[config.mk]
export PLATFORM = sky130hd
export DESIGN_NAME = acc_alu8
export DESIGN_NICKNAME = d
export VERILOG_FILES = /design/src/rtl/alu8_pkg.sv /design/src/rtl/alu8_hold.sv /design/src/rtl/alu8_core.sv /design/src/rtl/acc_alu8.sv
export SDC_FILE = /design/constraint.sdc
export NUM_CORES = 1
export LEC_CHECK = 0
export BUFFER_PORTS_ARGS = -buffer_cell sky130_fd_sc_hd__buf_2
export CORE_MARGIN = 2
export CORE_UTILIZATION = 54
export CTS_CLUSTER_SIZE = 40
export DETAILED_ROUTE_END_ITERATION = 6
export GPL_TIMING_DRIVEN = 0
export PLACE_DENSITY = 0.74
export SYNTH_ARGS = -nofsm -noshare
export SYNTH_HDL_FRONTEND = slang
export SYNTH_HIERARCHICAL = 1
export SYNTH_SLANG_ARGS = --single-unit
[constraint.sdc]
create_clock -name clk -period 5.05 [get_ports clk]
set_input_delay 0 -clock clk [delete_from_list [all_inputs] [get_ports clk]]
set_output_delay 0 -clock clk [all_outputs]
set_load 0.02 [all_outputs]
[src/rtl/alu8_pkg.sv]
package alu8_pkg;
    parameter int unsigned DW   = 8;
    parameter int unsigned OPW  = 4;

    localparam int unsigned F_SIGN = 7;
    localparam int unsigned F_ZERO = 6;
    localparam int unsigned F_HALF = 4;
    localparam int unsigned F_PV   = 2;
    localparam int unsigned F_SUBT = 1;
    localparam int unsigned F_CARY = 0;

    typedef enum logic [OPW-1:0] {
        OP_ADD = 4'd0,
        OP_ADC = 4'd1,
        OP_SUB = 4'd2,
        OP_SBC = 4'd3,
        OP_INC = 4'd4,
        OP_DEC = 4'd5,
        OP_AND = 4'd6,
        OP_OR  = 4'd7,
        OP_XOR = 4'd8,
        OP_CP  = 4'd9
    } alu_op_e;

    typedef struct packed {
        logic [DW-1:0]  acu;
        logic [DW-1:0]  tmp;
        logic [OPW-1:0] code;
        logic           exec;
    } hold_t;

    typedef struct packed {
        logic [DW-1:0] acc;
        logic [DW-1:0] flags;
    } arch_t;
endpackage

[src/rtl/alu8_hold.sv]
module alu8_hold
    import alu8_pkg::*;
(
    input  logic           clk,
    input  logic           rst_n,
    input  logic           start,
    input  logic [OPW-1:0] op,
    input  logic [DW-1:0]  bus_data,
    input  logic [DW-1:0]  acc_now,
    input  logic           fwd_en,
    input  logic [DW-1:0]  fwd_val,
    output hold_t          hold
);
    hold_t hold_d, hold_q;

    always_comb begin
        hold_d      = hold_q;
        hold_d.exec = start;
        if (start) begin
            hold_d.tmp  = bus_data;
            hold_d.code = op;
            hold_d.acu  = fwd_en ? fwd_val : acc_now;
        end
    end

    always_ff @(posedge clk or negedge rst_n) begin
        if (!rst_n) begin
            hold_q <= '0;
        end else begin
            hold_q <= hold_d;
        end
    end

    assign hold = hold_q;
endmodule

[src/rtl/alu8_core.sv]
module alu8_core
    import alu8_pkg::*;
(
    input  hold_t          hold,
    input  logic           carry_now,
    output logic [DW-1:0]  result,
    output logic [DW-1:0]  flags_new,
    output logic           known_op,
    output logic           writes_acc
);
    localparam int unsigned NW = DW / 2;

    logic [DW:0]   wide;
    logic [NW:0]   nib;
    logic [DW-1:0] a, b;
    logic          cin, half, pv, subt, cy, is_sub, is_add, is_logic;

    always_comb begin
        a        = hold.acu;
        b        = hold.tmp;
        cin      = 1'b0;
        is_add   = 1'b0;
        is_sub   = 1'b0;
        is_logic = 1'b0;
        known_op = 1'b1;
        result   = '0;
        case (hold.code)
            OP_ADD: is_add = 1'b1;
            OP_ADC: begin is_add = 1'b1; cin = carry_now; end
            OP_INC: begin is_add = 1'b1; b = {{(DW-1){1'b0}}, 1'b1}; end
            OP_SUB, OP_CP: is_sub = 1'b1;
            OP_SBC: begin is_sub = 1'b1; cin = carry_now; end
            OP_DEC: begin is_sub = 1'b1; b = {{(DW-1){1'b0}}, 1'b1}; end
            OP_AND, OP_OR, OP_XOR: is_logic = 1'b1;
            default: known_op = 1'b0;
        endcase

        wide = '0;
        nib  = '0;
        if (is_add) begin
            wide = {1'b0, a} + {1'b0, b} + {{DW{1'b0}}, cin};
            nib  = {1'b0, a[NW-1:0]} + {1'b0, b[NW-1:0]} + {{NW{1'b0}}, cin};
        end else if (is_sub) begin
            wide = {1'b0, a} - {1'b0, b} - {{DW{1'b0}}, cin};
            nib  = {1'b0, a[NW-1:0]} - {1'b0, b[NW-1:0]} - {{NW{1'b0}}, cin};
        end

        if (is_logic) begin
            unique case (hold.code)
                OP_AND:  result = a & b;
                OP_OR:   result = a | b;
                default: result = a ^ b;
            endcase
        end else begin
            result = wide[DW-1:0];
        end

        half = nib[NW];
        cy   = wide[DW];
        pv   = 1'b0;
        if (is_add) begin
            pv = (a[DW-1] == b[DW-1]) && (result[DW-1] != a[DW-1]);
        end else if (is_sub) begin
            pv = (a[DW-1] != b[DW-1]) && (result[DW-1] != a[DW-1]);
        end else if (is_logic) begin
            pv   = ~(^result);
            half = 1'b0;
            cy   = 1'b0;
        end
        if (hold.code == OP_INC || hold.code == OP_DEC) begin
            cy = carry_now;
        end
        subt = is_sub;

        flags_new         = '0;
        flags_new[F_SIGN] = result[DW-1];
        flags_new[F_ZERO] = (result == '0);
        flags_new[F_HALF] = half;
        flags_new[F_PV]   = pv;
        flags_new[F_SUBT] = subt;
        flags_new[F_CARY] = cy;

        writes_acc = known_op && (hold.code != OP_CP);
    end
endmodule

[src/rtl/acc_alu8.sv]
module acc_alu8
    import alu8_pkg::*;
(
    input  logic           clk,
    input  logic           rst_n,
    input  logic           start,
    input  logic [OPW-1:0] op,
    input  logic [DW-1:0]  bus_data,
    input  logic           acc_load,
    output logic [DW-1:0]  acc_out,
    output logic [DW-1:0]  flags_out
);
    arch_t         arch_d, arch_q;
    hold_t         hold;
    logic [DW-1:0] result, flags_new;
    logic          known_op, writes_acc, wb_acc;
    logic          exec_w;
    logic [OPW-1:0] code_w;

    alu8_hold u_hold (
        .clk      (clk),
        .rst_n    (rst_n),
        .start    (start),
        .op       (op),
        .bus_data (bus_data),
        .acc_now  (arch_q.acc),
        .fwd_en   (wb_acc),
        .fwd_val  (result),
        .hold     (hold)
    );

    alu8_core u_core (
        .hold       (hold),
        .carry_now  (arch_q.flags[F_CARY]),
        .result     (result),
        .flags_new  (flags_new),
        .known_op   (known_op),
        .writes_acc (writes_acc)
    );

    assign wb_acc = hold.exec && writes_acc;
    assign exec_w = hold.exec;
    assign code_w = hold.code;

    always_comb begin
        arch_d = arch_q;
        if (hold.exec && known_op) begin
            arch_d.flags = flags_new;
        end
        if (wb_acc) begin
            arch_d.acc = result;
        end else if (acc_load) begin
            arch_d.acc = bus_data;
        end
    end

    always_ff @(posedge clk or negedge rst_n) begin
        if (!rst_n) begin
            arch_q <= '0;
        end else begin
            arch_q <= arch_d;
        end
    end

    assign acc_out   = arch_q.acc;
    assign flags_out = arch_q.flags;
endmodule

* Word level (Yosys, flattened, before mapping)
Index checks and enable logic that the tools add are counted.
** Word-level totals
- Register bits after elaboration :: 35
- Output and inout bits :: 16
- Input port bits :: 16
- Logic and storage cells :: 74
** Cells by class
- Mux-type cells :: 24
- Bitwise logic cells :: 5
- Add/sub/neg operators :: 8
- Reductions and logical operators :: 17
- Equal/unequal tests :: 13
** Operators with widths (number)
- 2-to-1 mux 8 bit :: 5
- 2-to-1 mux 9 bit :: 2
- == test 4 x 3 -> 1 bit (second input constant) :: 4
- one-hot mux 8 bit (2 select lines) :: 1
- 2-to-1 mux 1 bit :: 14
- 2-to-1 mux 5 bit :: 2
- OR reduction 10 bit :: 1
- adder 8 x 8 -> 9 bit :: 1
- adder 9 x 1 -> 9 bit :: 1
- subtractor 8 x 8 -> 9 bit :: 1
- subtractor 9 x 1 -> 9 bit :: 1
- bitwise AND 8 bit :: 1
- == test 4 x 2 -> 1 bit (second input constant) :: 2
- == test 4 bit (second input constant) :: 2
- logical NOT 8 bit :: 1
- bitwise OR 8 bit :: 1
- XOR reduction 8 bit :: 1
- bitwise XOR 8 bit :: 1
- OR reduction 3 bit :: 2
- adder 4 x 4 -> 5 bit :: 1
- adder 5 x 1 -> 5 bit :: 1
- logical AND 1 bit :: 5
- subtractor 4 x 4 -> 5 bit :: 1
- subtractor 5 x 1 -> 5 bit :: 1
- 11 further kinds :: 14

* Depth between registers and ports, before layout
- Word-level depth :: 13
- Depth in mapped cells :: 21
- Depth with buffers taken out :: 18

* Modules after synthesis
The synthesis kept the hierarchy.
** Modules (own cells, without submodules)
- alu8_core :: area each 1655.3 µm², instances 1, sequential area each 0.0 µm², cells an instance 233
- alu8_hold :: area each 867.1 µm², instances 1, sequential area each 525.5 µm², cells an instance 61
- acc_alu8 :: area each 772.0 µm², instances 1, sequential area each 400.4 µm², cells an instance 54

* Worst setup path after synthesis
Ideal clock, no wire load.
- Kind :: register to register
- Start :: reg u_hold.hold_q (netlist bit u_hold/hold[2])
- End :: reg arch_q (netlist bit flags_out[2])
- Cell stages (with the launch flop) :: 20
- Buffers on the path :: 3
- Path slack :: 763 ps
- Arrival time :: 4162 ps
- Cells stage by stage :: dfrtp_1 -> buf_2 -> or3b_2 -> clkbuf_1 -> nand2b_1 -> inv_1 -> fa_1 -> fa_1 -> nor2b_1 -> o211ai_1 -> nand3b_1 -> a211oi_1 -> o31a_1 -> ha_1 -> xor2_1 -> xnor2_1 -> a22oi_1 -> nand3_1 -> buf_4 -> mux2_4
** On the way
- Word-level cells in the longest chain between the ends :: 13
- Elaborated cells on any way between the ends :: 44
** RTL lines
- start, declared :: RTL line alu8_hold.sv:14 : hold_t hold_d, hold_q;
- start signal, assigned :: RTL line alu8_hold.sv:30 : hold_q <= hold_d;
- == test 4 x 3 -> 1 bit :: RTL line alu8_core.sv:27 : case (hold.code)
- OR reduction 2 bit (no line)
- 2-to-1 mux 8 bit :: RTL line alu8_core.sv:27
- subtractor 8 x 8 -> 9 bit :: RTL line alu8_core.sv:44 : wide = {1'b0, a} - {1'b0, b} - {{DW{1'b0}}, cin};
- subtractor 9 x 1 -> 9 bit :: RTL line alu8_core.sv:44
- 2-to-1 mux 9 bit :: RTL line alu8_core.sv:43 : end else if (is_sub) begin
- 2-to-1 mux 9 bit :: RTL line alu8_core.sv:40 : if (is_add) begin
- 2-to-1 mux 8 bit :: RTL line alu8_core.sv:48 : if (is_logic) begin
- XOR reduction 8 bit :: RTL line alu8_core.sv:66 : pv = ~(^result);
- NOT 1 bit :: RTL line alu8_core.sv:66
- 2-to-1 mux 1 bit :: RTL line alu8_core.sv:65 : end else if (is_logic) begin
- 2-to-1 mux 1 bit :: RTL line alu8_core.sv:63 : end else if (is_sub) begin
- 2-to-1 mux 1 bit * :: RTL line alu8_core.sv:61 : if (is_add) begin
- via u_core.pv :: RTL line alu8_core.sv:16 : logic cin, half, pv, subt, cy, is_sub, is_add, is_logic;
- end signal, assigned :: RTL line acc_alu8.sv:61 : arch_q <= arch_d;
- end, declared :: RTL line acc_alu8.sv:13 : arch_t arch_d, arch_q;
Mark *: on every way through the listed nets, which the timed path passes. The rest lies on a longest branch.
A chain may end at the register's enable or synchronous reset.

* Worst setup path in the final report
Same ends and word-level chain as after synthesis.

==> summary.md <==
| Metric | Value |
|---|---|
| Depth of the most critical reg-to-reg path | `18` |
| Antenna Diode Count | `0` |
| Crit-path cells | `buf_2 > or3b_2 > nand2b_1 > inv_1 > fa_1 > fa_1 > nor2b_1 > o211ai_1 > nand3b_1 > a211oi_1 > o31a_1 > ha_1 > xor2_1 > xnor2_1 > a22oi_1 > nand3_1 > buf_4 > mux2_4` |
| Slowest stage delay, CP | `630 ps` |
| DRC | `0` |
| Placer Congestion | `0.889` |
| Main synth FF type | `dfrtp_1` |
| Setup Viol. Count Final | `0` |
| Final HPWL DP | `5870 um` |
| WL final | `7890 um` |
| FP Rows | `28` |
| R2r startpoint | `u_hold/hold[2]` |
| Compound-Gate Fraction of Synth Area | `0.187` |
| Post-Synth Simple-Gate Area | `0.115` |
| RSZ-0062 raised after global routing | `no` |
| Measured slew at the worst slew-check pin | `839 ps` |
| Post-Place Setup Slack | `199 ps` |
| Gr usage total | `0.248` |
| Leakage power | `0.00185 uW` |
| Final setup TNS | `0 ps` |
| Avg Inst Size Synth | `9.47 um2` |
| H-Tree Depth | `2` |
| Vias in the first global route | `2532` |
| Layout cells sized above 1 | `0.254` |
| Fin. Hold Viols | `0` |
| EDFF count, synth | `0` |
| WL per Instance | `16.6 um` |
| Die Height | `82.1 um` |
| CTS clock-pin slew for the worst setup and hold paths | `90 ps` |
| Register area share after synthesis | `0.281` |
| Io pins | `32` |
| Crit path to | `flags_out[2]` |
| Pre-antenna DRT Iters | `5` |
| Post-CTS Resized | `0` |
| Hold_ws | `223 ps` |
| Status | `complete, no violations` |
| Sink Count | `37` |
| Largest family of logic cells by synthesized area | `compound AO/OA/AOI/OAI gates` |
| IO Port Bufs | `30` |
| Area of the mapped netlist | `0.00329 mm2` |
| R2R setup slack | `250 ps` |
| Later-pin clock latency in the skew report | `300 ps` |
| Min Tclk post-route | `4800 ps` |
| Cells after Synth | `348` |
| Critical Path Slowest Stage Cell | `or3b_2` |
| Max clock buf depth | `2` |
| Via Count | `2696` |
| Die extent in x | `82.1 um` |
| CTS tree | `yes` |
| Initial antenna violation count | `0` |
| Skew final | `9.27 ps` |
| Yosys Warn Count | `6` |
| Post-synthesis mux area share | `0.140` |
| Fmax | `208 MHz` |
| Antenna Nets Post-Route | `0` |
| PwrDens | `451 mW/mm2` |
| Crit. Startpoint | `u_hold/hold[2]` |
| Pins Over Slew Limit | `0` |
| GRT overflow | `0` |
| Final net count | `454` |
| Worst VDD drop | `0.312 mV` |
| DR iter-0 viols | `151` |
| Core Area | `0.00592 mm2` |
| Critical Path Fanout Max | `10` |
| Die ar. | `0.00674 mm2` |
| Most used cell along the critical path | `fa_1` |
| MaxCap Viol Count | `0` |
| Worst min path class | `input port to flip-flop` |
| Root buffer cell | `clkbuf_8` |
| WP data required | `5230 ps` |
| Final worst setup slack | `251 ps` |
| Flop and latch count out of synthesis | `37` |
| Post-route clock period utilization | `0.950` |
| Critical Path Source Type | `flip-flop` |
| Xor/xnor share of the synthesized area | `0.0292` |
| CP Capture Type | `flip-flop` |
| Worst Path Class, Setup | `flip-flop to flip-flop` |
| Cts bufs inserted | `5` |
| Largest net degree at the start of global routing | `38` |
| Yosys cell types | `54` |
| Vias/cell | `5.66` |
| Area grow syn2layout | `15.4%` |
| Crit path DAT | `4980 ps` |
| Starting density of the core | `0.556` |
| Adder-cell share of the synthesized area | `0.153` |
| R2r endpoint | `flags_out[2]` |
| First-pass GRT wire length | `12500 um` |
| Async set-or-reset flop fraction in the synthesized netlist | `1.00` |
| Headroom to the max-slew limit | `0.440` |
[per-stage QoR]
step	utilization	power (uW)	area (um2)	std cells
after floorplan	-	1190	3300	349
after global placement	0.598	1390	3540	454
after detailed placement	0.598	1420	3540	454
after CTS	0.641	1700	3800	476
after global routing	0.642	1840	3800	476
final	0.642	1710	3800	476
[worst min-delay path by stage]
stage | start | to | slack (ps) | depth (start not counted)
after floorplan | rst_n | acc_out[0] | -300 | 0
final | acc_load | acc_out[3] | 220 | 3
after global placement | rst_n | acc_out[2] | 130 | 1
after CTS | acc_load | acc_out[3] | 220 | 3
after detailed placement | start | u_hold/hold[0] | 140 | 1
after global routing | acc_load | acc_out[4] | 240 | 3
[sequential cells by signal, summed over array words and instances (netlist names)]
| signal | cells |
|---|---|
| flags_out | 8 |
| u_hold/hold | 21 |
| acc_out | 8 |
[cell type report]
class	count	area, um2
Timing Repair Buffer	45	298
Multi-Input combinational cell	254	2070
Sequential cell	37	926
Tap cell	75	93.8
Fill cell	476	2120
Inverter	34	128
Clock inverter	3	46.3
Buffer	23	173
Clock buffer	5	68.8
[kinds of logic after synthesis]
logic type                 after synthesis
and+or+nand+nor                         77
other                                    1
muxes                                   39
buffers and inverters                   58
DFF                                     37
xor gates and xnor gates                11
AOI/OAI and AO/OA                       87
adders and majority gates               38
[placed cells by master, fill, tap and decap left out, types with 3 or more instances in the layout]
cell type / count
nor2_1: 21
a22oi_1: 4
ha_1: 34
xnor2_1: 4
buf_2: 34
buf_4: 11
nand2_1: 24
o21ai_0: 9
dlygate4sd3_1: 14
nor2b_1: 3
dfrtp_1: 37
nand3_1: 12
clkbuf_8: 5
fa_1: 4
buf_6: 4
a211oi_1: 9
mux2i_1: 18
inv_1: 30
inv_2: 4
a21oi_1: 17
mux2_2: 9
o21ai_1: 4
o21ai_2: 9
mux2_4: 12
nor3_1: 4
a21o_1: 3
o31a_1: 4
o21a_1: 9
o211ai_1: 4
xor2_1: 7
[power breakdown]
part	internal [uW]	switching, uW	leakage (uW)	total (uW)
clock network	148	119	0.0000543	267
logic	453	569	0.00135	1020
registers	363	60.4	0.000445	423
[critical path, delay by kind of cell, from the launching register on]
| family | cells | cell delay, ps |
|---|---|---|
| and+or+nand+nor | 5 | 1270 |
| adders and majority gates | 3 | 1210 |
| AOI/OAI and AO/OA | 4 | 810 |
| buffers and inverters | 3 | 420 |
| DFF | 1 | 380 |
| xor gates and xnor gates | 2 | 340 |
| muxes | 1 | 260 |
[Yosys cell counts (4+ instances only)]
library cell	instances	area, um2
mux2_4	12	180
inv_1	30	113
a211oi_1	9	67.6
ha_1	34	425
xnor2_1	4	35.0
buf_6	4	45.0
nand3_1	12	60.1
o31a_1	4	35.0
o21ai_2	9	78.8
inv_2	4	15.0
mux2i_1	18	180
buf_2	4	20.0
mux2_2	9	101
a22oi_1	4	30.0
o211ai_1	4	30.0
buf_4	10	75.1
xor2_1	7	61.3
o21ai_0	9	45.0
fa_1	4	80.1
nand2_1	24	90.1
a21oi_1	17	85.1
o21ai_1	4	20.0
nor3_1	4	20.0
dfrtp_1	37	926
o21a_1	9	67.6
nor2_1	21	78.8
[layer usage]
metal  vias to the layer above  wire length (um)  global-route usage
li1                       1314                 -                   -
met1                      1293              3620               0.340
met2                        77              3840               0.416
met3                        12               301              0.0272
met4                         0               123              0.0683
met5                         -                 0                   0
[timing repair]
action                                 4_1_cts  5_1_grt
endpoints found under the hold margin       53        0
setup endpoints to repair                    0        1
setup buffers                                0        1
hold buffers                                14        0
(Power assumes the default switching activity.)
